**src/rtl/hslot_pkg.sv**
```systemverilog
// Shared width, mode encoding and per-mode configuration record
// for the gapped horizontal slot counter.
package hslot_pkg;
    localparam int CNT_W     = 8;
    localparam int NUM_MODES = 2;

    typedef logic [CNT_W-1:0] cnt_t;

    typedef enum logic {
        HM_NARROW = 1'b0,
        HM_WIDE   = 1'b1
    } hmode_e;

    // hint: interrupt count; gap_first: first skipped value; gap_resume: value after the gap
    typedef struct packed {
        cnt_t hint;
        cnt_t gap_first;
        cnt_t gap_resume;
    } mode_cfg_t;
endpackage

```
**src/rtl/hslot_cfg_table.sv**
```systemverilog
// Per-mode configuration lookup.
// Builds one configuration record per mode from the parameters and selects
// two of them: one for the active mode and one for the requested mode.
// Assumes: gap_first > hint for each mode, so the last slot (hint-1) lies
// outside the gap.
module hslot_cfg_table
    import hslot_pkg::*;
#(
    parameter cnt_t NARROW_HINT   = 8'h84,
    parameter cnt_t NARROW_GAP    = 8'h94,
    parameter cnt_t NARROW_RESUME = 8'hE9,
    parameter cnt_t WIDE_HINT     = 8'hA4,
    parameter cnt_t WIDE_GAP      = 8'hB7,
    parameter cnt_t WIDE_RESUME   = 8'hE5
) (
    input  hmode_e    cur_mode,
    input  hmode_e    req_mode,
    output mode_cfg_t cur_cfg,
    output mode_cfg_t req_cfg
);
    mode_cfg_t table_q [NUM_MODES];

    // one constant record per mode, picked by the mode's encoding
    for (genvar m = 0; m < NUM_MODES; m++) begin : g_mode
        if (m == int'(HM_WIDE)) begin : g_wide
            assign table_q[m] = '{hint: WIDE_HINT, gap_first: WIDE_GAP,
                                   gap_resume: WIDE_RESUME};
        end else begin : g_narrow
            assign table_q[m] = '{hint: NARROW_HINT, gap_first: NARROW_GAP,
                                   gap_resume: NARROW_RESUME};
        end
    end

    // select the active and the requested configuration
    always_comb begin
        cur_cfg = table_q[cur_mode];
        req_cfg = table_q[req_mode];
    end
endmodule

```
**src/rtl/hslot_step.sv**
```systemverilog
// Next-count computation.
// Works out the value that follows the current count: the reload at the line
// boundary, the jump over the gap, or a plain increment with natural wrap.
// It also flags whether the current slot is the last one of the line and
// whether the next value will be.
// Assumes: the count never sits inside the gap of the active mode.
module hslot_step
    import hslot_pkg::*;
(
    input  cnt_t      count,
    input  mode_cfg_t cur_cfg,
    input  mode_cfg_t req_cfg,
    output cnt_t      next_count,
    output logic      at_last,
    output logic      next_is_last
);
    cnt_t inc;
    cnt_t last_val;

    // choose the successor value and the line-boundary flags
    always_comb begin
        last_val     = cur_cfg.hint - cnt_t'(1);
        inc          = count + cnt_t'(1);
        at_last      = (count == last_val);
        if (at_last)
            next_count = req_cfg.hint;
        else if (inc == cur_cfg.gap_first)
            next_count = cur_cfg.gap_resume;
        else
            next_count = inc;
        next_is_last = !at_last && (next_count == last_val);
    end
endmodule

```
**src/rtl/hslot_counter.sv**
```systemverilog
// Gapped horizontal slot counter (top).
// Steps the slot count on each slot_en edge and skips the gap of the active
// mode. Mode requests are latched only at the line boundary, and all
// outputs are registered.
// Assumes: slot_en is synchronous to clk; the reset is synchronous, active low.
module hslot_counter
    import hslot_pkg::*;
#(
    parameter cnt_t NARROW_HINT   = 8'h84,
    parameter cnt_t NARROW_GAP    = 8'h94,
    parameter cnt_t NARROW_RESUME = 8'hE9,
    parameter cnt_t WIDE_HINT     = 8'hA4,
    parameter cnt_t WIDE_GAP      = 8'hB7,
    parameter cnt_t WIDE_RESUME   = 8'hE5
) (
    input  logic             clk,
    input  logic             rst_n,
    input  logic             slot_en,
    input  logic             wide_sel,
    output logic [CNT_W-1:0] hcount,
    output logic             slot_stb,
    output logic             hint_pulse,
    output logic             eol
);
    hmode_e    mode_q;
    hmode_e    req_mode;
    mode_cfg_t cur_cfg;
    mode_cfg_t req_cfg;
    cnt_t      count_q;
    cnt_t      next_count;
    logic      at_last;
    logic      next_is_last;

    assign req_mode = hmode_e'(wide_sel);

    hslot_cfg_table #(
        .NARROW_HINT(NARROW_HINT), .NARROW_GAP(NARROW_GAP), .NARROW_RESUME(NARROW_RESUME),
        .WIDE_HINT(WIDE_HINT),     .WIDE_GAP(WIDE_GAP),     .WIDE_RESUME(WIDE_RESUME)
    ) u_cfg (
        .cur_mode (mode_q),
        .req_mode (req_mode),
        .cur_cfg  (cur_cfg),
        .req_cfg  (req_cfg)
    );

    hslot_step u_step (
        .count        (count_q),
        .cur_cfg      (cur_cfg),
        .req_cfg      (req_cfg),
        .next_count   (next_count),
        .at_last      (at_last),
        .next_is_last (next_is_last)
    );

    // count and mode registers: reload on reset, advance on slot_en
    always_ff @(posedge clk) begin
        if (!rst_n) begin
            count_q <= req_cfg.hint;
            mode_q  <= req_mode;
        end else if (slot_en) begin
            count_q <= next_count;
            if (at_last)
                mode_q <= req_mode;
        end
    end

    // one-slot flags that accompany each count update
    always_ff @(posedge clk) begin
        if (!rst_n) begin
            slot_stb   <= 1'b0;
            hint_pulse <= 1'b0;
            eol        <= 1'b0;
        end else begin
            slot_stb   <= slot_en;
            hint_pulse <= slot_en && at_last;
            eol        <= slot_en && next_is_last;
        end
    end

    assign hcount = count_q;
endmodule

```
**config.mk**
```make
export PLATFORM = sky130hd
export DESIGN_NAME = hslot_counter
export DESIGN_NICKNAME = d
export VERILOG_FILES = /design/src/rtl/hslot_pkg.sv /design/src/rtl/hslot_cfg_table.sv /design/src/rtl/hslot_step.sv /design/src/rtl/hslot_counter.sv
export SDC_FILE = /design/constraint.sdc
export NUM_CORES = 1
export LEC_CHECK = 0
export ABC_AREA = 1
export BUFFER_PORTS_ARGS = -buffer_cell sky130_fd_sc_hd__buf_2
export CAP_MARGIN = 20
export CORE_MARGIN = 1
export CORE_UTILIZATION = 56
export CTS_CLUSTER_SIZE = 10
export DETAILED_ROUTE_END_ITERATION = 16
export PLACE_DENSITY = 0.79
export SLEW_MARGIN = 0
export SYNTH_ARGS = -nofsm -noshare
export SYNTH_HDL_FRONTEND = slang
export SYNTH_SLANG_ARGS = --single-unit
```
**constraint.sdc**
```tcl
create_clock -name clk -period 5.2 [get_ports clk]
set_input_delay 0.52 -clock clk [delete_from_list [all_inputs] [get_ports clk]]
set_output_delay 0.52 -clock clk [all_outputs]
set_load 0.01 [all_outputs]
```
=== Word level (Yosys, flattened, before mapping) ===
Cells that the tools add are included.
Widths: inputs -> output; s select.

* Register bits after elaboration: 12
* Bits of input ports: 4
* Output and inout port bits: 11
* Logic and storage cells: 34

* Add/subtract/negate cells: 2
* $lt $le $gt $ge: 2
* Equality and inequality tests: 5
* Mux-type cells: 13
* Bitwise operators: 2
* Reductions and logical operators: 5

{| class="wikitable"
|+ Operators by type and width
! operator !! count
|-
| $mux 24 || 4
|-
| $mux 22 || 2
|-
| $mux 8 || 4
|-
| $eq 8x8->1 || 3
|-
| $add 8x1->8 const B || 1
|-
| $sub 8x1->8 const B || 1
|-
| $ge 2x2->1 const B || 2
|-
| $ne 2x1->1 const B || 2
|-
| $not 1->2 || 2
|-
| $logic_and 1x1->1 || 3
|-
| $mux 1 || 3
|-
| $reduce_and 2->1 || 1
|-
| $logic_not 1->1 || 1
|}

=== Logic depth before layout (Yosys ltp) ===
* Word-level depth: 10
* Mapped depth: 13
* Depth with buffers taken out: 13

=== By module ===
A second synthesis with hierarchy kept.

* Cell total of the unflattened synthesis: 345
* Area, all modules: 2059.5 um^2

{| class="wikitable"
|+ Modules (own cells, without submodules)
! module !! times used !! cells each !! area an instance (um^2) !! seq. area each (um^2)
|-
| hslot_step || 1 || 248 || 1229.9 || 0.0
|-
| hslot_counter || 1 || 47 || 469.2 || 330.3
|-
| hslot_cfg_table || 1 || 50 || 360.3 || 0.0
|}

=== Worst setup path before layout ===
OpenSTA, ideal clock, no wires.

* Path kind: register -> register
* Start point: register count_q[0], in the netlist hcount[0]
* End point: register count_q[4], in the netlist hcount[4], data pin
* Library setup time: 262 ps
* Arrival time: 1495 ps
* Data required time: 4938 ps
* Setup slack: 3443 ps
* Cell stages (with the launch flop): 8
* Path buffers: 0
* Period minus slack after synthesis: 1757 ps
* Cell sequence: edfxtp_1 > ha_1 > xor2_1 > nand3_1 > nor2_2 > nand4_4 > nand2_1 > nor2_1

* Word-level cells in the longest chain between the ends: 6
* Elaborated cells between the ends (all ways): 7
* Classes of those cells: add/sub: 1; eq/ne: 2; mux: 4

{| class="wikitable"
|+ RTL lines
! what !! RTL line !! text
|-
| start, declared || hslot_counter.sv:29 || <nowiki>cnt_t count_q;</nowiki>
|-
| start signal, assigned || hslot_counter.sv:58 || <nowiki>count_q <= req_cfg.hint;</nowiki>
|-
| start signal, assigned || hslot_counter.sv:61 || <nowiki>count_q <= next_count;</nowiki>
|-
| $add 8x1->8 || hslot_step.sv:23 || <nowiki>inc = count + cnt_t'(1);</nowiki>
|-
| $eq 8x8->1 || hslot_step.sv:27 || <nowiki>else if (inc == cur_cfg.gap_first)</nowiki>
|-
| $mux 8 || hslot_step.sv:27 ||
|-
| $mux 8 * || hslot_step.sv:25 || <nowiki>if (at_last)</nowiki>
|-
| $mux 8 * || hslot_counter.sv:60 || <nowiki>end else if (slot_en) begin</nowiki>
|-
| $mux 8 * || hslot_counter.sv:57 || <nowiki>if (!rst_n) begin</nowiki>
|}

Every way passes the cells marked *; elsewhere a longest branch is shown, timed or not. The select of a mux whose other input is x is not followed.
A chain may end at the register's enable or synchronous reset.

=== Worst setup path in the final report ===
* Start point: register count_q[0], in the netlist hcount[0]
* End point: register count_q[2], in the netlist hcount[2], data pin

Same word-level chain as after synthesis.

==> flow_summary.html <==
<table>
<tr><th>Metric</th><th>Value</th></tr>
<tr><th colspan="2">Run status</th></tr>
<tr><td>Run status</td><td>finished clean</td></tr>
<tr><th colspan="2">Layout</th></tr>
<tr><td>Syn-to-layout area delta</td><td>14.9%</td></tr>
<tr><td>Layout cells sized above 1</td><td>between 20 and 25%</td></tr>
<tr><td>Commonest cells after routing, fill and taps aside</td><td>27 x sky130_fd_sc_hd__nand2_1, 21 x sky130_fd_sc_hd__inv_1, 14 x sky130_fd_sc_hd__buf_2</td></tr>
<tr><td>Number of diodes added for antenna fixing</td><td>0</td></tr>
<tr><td>Number of non-filler instances in the completed layout</td><td>roughly 140</td></tr>
<tr><td>Footprint of the multi-input gates</td><td>360 um2</td></tr>
<tr><td>Storage cell area</td><td>330 um2</td></tr>
<tr><td>Finished Cell Area</td><td>roughly 900 um2</td></tr>
<tr><td>Layout Nets</td><td>around 130</td></tr>
<tr><td>Most frequent standard cell in the layout excluding fill and tap cells</td><td>sky130_fd_sc_hd__nand2_1</td></tr>
<tr><td>Number of filler instances in the final layout</td><td>118</td></tr>
<tr><th colspan="2">GRT</th></tr>
<tr><td>Met3 Track Usage GR</td><td>under 10%</td></tr>
<tr><td>Met2 Usage GRT</td><td>45.8%</td></tr>
<tr><td>Pin count of the biggest net entering global routing</td><td>9</td></tr>
<tr><td>Met1 layer usage reported by global route</td><td>between 20% and 30%</td></tr>
<tr><td>Sum of overflow across all layers after global routing</td><td>0</td></tr>
<tr><td>Number of antenna violations at the first check in global routing</td><td>0</td></tr>
<tr><td>Global-route wire length before repair</td><td>~2600 um</td></tr>
<tr><td>Gr usage total</td><td>between 20% and 30%</td></tr>
<tr><td>Number of global-route vias before repair</td><td>641</td></tr>
<tr><td>GR peak layer</td><td>met2</td></tr>
<tr><th colspan="2">Logic synthesis</th></tr>
<tr><td>Share of synthesized area spent on multiplexers</td><td>0%</td></tr>
<tr><td>Area share of the largest cell type after synthesis</td><td>between 30% and 40%</td></tr>
<tr><td>Fraction of the mapped netlist area in simple logic gates</td><td>between 30 and 40%</td></tr>
<tr><td>Avg Cell Area, Syn</td><td>7.44 um2</td></tr>
<tr><td>Synth warnings</td><td>0</td></tr>
<tr><td>Nets in the synthesized netlist</td><td>between 100 and 150</td></tr>
<tr><td>Cell Area, Synth</td><td>slightly below 800 um2</td></tr>
<tr><td>Unique cell type count in the Yosys netlist</td><td>22</td></tr>
<tr><td>Share of the synthesized netlist area taken by xor and xnor gates</td><td>under 10%</td></tr>
<tr><td>Post-synthesis cell type with the largest combined area</td><td>sky130_fd_sc_hd__edfxtp_1</td></tr>
<tr><td>Synth top area cells</td><td>sky130_fd_sc_hd__edfxtp_1 35%, sky130_fd_sc_hd__nand2_1 13%, sky130_fd_sc_hd__inv_1 10%, sky130_fd_sc_hd__dfxtp_1 7.8%, sky130_fd_sc_hd__nand3_1 5.2%</td></tr>
<tr><td>Syn Inst Count</td><td>between 100 and 150</td></tr>
<tr><td>Proportion of synthesized chip area in sequential cells</td><td>~43%</td></tr>
<tr><td>Compound-Gate Fraction of Synth Area</td><td>7.28%</td></tr>
<tr><td>Adder-Cell Fraction of Synth Area</td><td>between 1.5 and 2%</td></tr>
<tr><td>Largest family of logic cells by synthesized area</td><td>simple AND/OR/NAND/NOR gates</td></tr>
<tr><td>Number of storage elements in the synthesis netlist</td><td>12</td></tr>
<tr><th colspan="2">STA</th></tr>
<tr><td>Worst relative slew slack</td><td>74.6%</td></tr>
<tr><td>Min Hold Slack</td><td>between 0.4 and 0.5 ns</td></tr>
<tr><td>Maximum clock skew at final layout</td><td>between 0.003 and 0.004 ns</td></tr>
<tr><td>Number of setup violations in the final report</td><td>0</td></tr>
<tr><td>Slew Viols, Final</td><td>0</td></tr>
<tr><td>Minimum clock period after layout</td><td>around 1.9 ns</td></tr>
<tr><td>Total Negative Setup Slacks</td><td>0 ns</td></tr>
<tr><td>Peak clock frequency supported by timing</td><td>~0.53 GHz</td></tr>
<tr><td>Final count of hold timing violations</td><td>0</td></tr>
<tr><td>RSZ-0062 raised after global routing</td><td>no</td></tr>
<tr><td>Final clock period utilization by the worst path</td><td>36.4%</td></tr>
<tr><td>Slew of the pin with the lowest slew margin</td><td>~0.38 ns</td></tr>
<tr><th colspan="2">Drt</th></tr>
<tr><td>Post-detailed-route count of antenna-violating nets</td><td>0</td></tr>
<tr><td>Number of DRC markers after the initial detailed-route iteration</td><td>13</td></tr>
<tr><td>Count of unresolved DRC violations after routing</td><td>0</td></tr>
<tr><td>Number of vias in the routed layout</td><td>740</td></tr>
<tr><td>Number of iterations in the first detailed-routing pass</td><td>4</td></tr>
<tr><td>Via density per instance</td><td>5.40</td></tr>
<tr><td>Routed wire per std cell</td><td>12.8 um</td></tr>
<tr><td>Final wirelength</td><td>1750 um</td></tr>
<tr><th colspan="2">Clocking</th></tr>
<tr><td>CTS resizes</td><td>0</td></tr>
<tr><td>CTS HTree Levels</td><td>1</td></tr>
<tr><td>Clock slew at reported path FFs</td><td>0.07 ns</td></tr>
<tr><td>TritonCTS Sinks</td><td>12</td></tr>
<tr><td>Hold-fix buffers at CTS</td><td>0</td></tr>
<tr><td>CTS tree</td><td>done</td></tr>
<tr><td>Clk Latency, worst-skew pair</td><td>~0.27 ns</td></tr>
<tr><td>Clk buf depth</td><td>2</td></tr>
<tr><td>Post CTS Setup Buffer Count</td><td>0</td></tr>
<tr><td>Master cell of the clock root buffer</td><td>sky130_fd_sc_hd__clkbuf_4</td></tr>
<tr><td>Number of clock buffers inserted by TritonCTS</td><td>3</td></tr>
<tr><th colspan="2">Setup path</th></tr>
<tr><td>Crit path launch type</td><td>flop</td></tr>
<tr><td>Critical-path maximum fanout</td><td>6</td></tr>
<tr><td>Type of the worst setup path</td><td>flop to flop</td></tr>
<tr><td>Data arrival, critical path</td><td>between 1.5 and 2 ns</td></tr>
<tr><td>Data required time at the worst endpoint</td><td>around 5.2 ns</td></tr>
<tr><td>Type of element capturing the critical path</td><td>flop</td></tr>
<tr><th colspan="2">Run</th></tr>
<tr><td>Max Cap Viol</td><td>0</td></tr>
<tr><th colspan="2">Hold path</th></tr>
<tr><td>Worst hold-check path type</td><td>input pin to flop</td></tr>
<tr><th colspan="2">Floorplanning</th></tr>
<tr><td>Height of the die</td><td>roughly 40 um</td></tr>
<tr><td>Number of cell rows</td><td>13</td></tr>
<tr><td>Ports</td><td>15</td></tr>
<tr><td>X dimension of the die</td><td>just under 40 um</td></tr>
<tr><td>Floorplan Core Area</td><td>roughly 1300 um2</td></tr>
<tr><td>Die outline area</td><td>1530 um2</td></tr>
<tr><td>Initial Util</td><td>60.2%</td></tr>
<tr><th colspan="2">Placed design</th></tr>
<tr><td>Placed cells</td><td>about 130</td></tr>
<tr><td>Buffers added on ports</td><td>14</td></tr>
<tr><td>Last weighted congestion value of the routability-driven placer</td><td>between 0.9 and 1</td></tr>
<tr><td>Placement-stage cell area</td><td>between 800 and 900 um2</td></tr>
<tr><td>Post-detailed-placement half-perimeter wirelength</td><td>around 1400 um</td></tr>
<tr><th colspan="2">Power and ir drop</th></tr>
<tr><td>Leak pwr</td><td>roughly 0.45 nW</td></tr>
<tr><td>Power density normalized to cell area</td><td>~270 nW/um2</td></tr>
<tr><td>Final Power</td><td>241 uW</td></tr>
<tr><td>Worst IR drop on VDD</td><td>177 uV</td></tr>
</table>
## worst max-delay path: stages (launching register included)
cell and delay, ns:
sky130_fd_sc_hd__edfxtp_1 0.46, sky130_fd_sc_hd__ha_1 0.27, sky130_fd_sc_hd__xor2_1 0.25, sky130_fd_sc_hd__nand3_1 0.12, sky130_fd_sc_hd__nor2_2 0.19, sky130_fd_sc_hd__nand4_1 0.19
sky130_fd_sc_hd__nand2_1 0.11, sky130_fd_sc_hd__nand2_1 0.06
## power breakdown
group / switching (mW) / leakage (nW) / internal, mW
Combinational: 0.0396 / 0.325 / 0.0220
Clock: 0.0296 / 0.0150 / 0.0297
Sequential: 0.00857 / 0.114 / 0.112
Total: 0.0778 / 0.454 / 0.164
## area by class of cell
| type | instances | area share (%) |
|---|---|---|
| tap | 15 | 2.11 |
| multi-input combinational | 70 | 40.6 |
| inverter | 22 | 9.30 |
| sequential | 12 | 37.2 |
| timing repair buffer | 14 | 7.89 |
| clock buffer | 4 | 2.96 |
## path summary, 6_finish.rpt
kind | start | endpoint | slack (ns) | depth (start not counted)
setup / recovery | hcount[0] | hcount[2] | 3.31 | 7
hold / removal | wide_sel | mode_q | 0.45 | 1
setup reg to reg | hcount[0] | hcount[2] | 3.31 | 7
hold reg to reg | mode_q | eol | 0.67 | 3
## registers in the layout, indices dropped and copies added, names as in the netlist
register    count
hcount          8
hint_pulse      1
mode_q          1
eol             1
slot_stb        1
## synth_stat cells, drive strengths merged
cell type and count:
nand2 30, inv 22, nor2 11, edfxtp 9, nand3 8, nand4 5, o21ai 5, dfxtp 3
a21oi 2, nor3 2, or2 2, a21boi 1, ha 1, o21bai 1, o22ai 1, xor2 1
## cells by family (layout without fill, tap and decap cells)
family                     count (synthesis)  after routing
AOI/OAI and AO/OA                         10             10
buffers and inverters                     22             40
DFF                                       12             12
xor gates and xnor gates                   1              1
and+or+nand+nor                           58             58
adders and majority gates                  1              1
## metal layers
metal | part of all wire, % | wire length [um]
met1 | 44 | 776
met2 | 49 | 856
met3 | 5.0 | 88
met4 | 1.5 | 27
met5 | 0 | 0
## through the flow
step / setup slack (ns) / util (%)
2_1_floorplan: 3.44 / -
3_3_place_gp: 3.29 / 67.1
3_5_place_dp: 3.32 / 67.1
4_1_cts: 3.32 / 69.1
5_1_grt: 3.16 / 69.1
6_report: 3.31 / 69.1
Note: power is estimated with default switching activity, not from simulation.
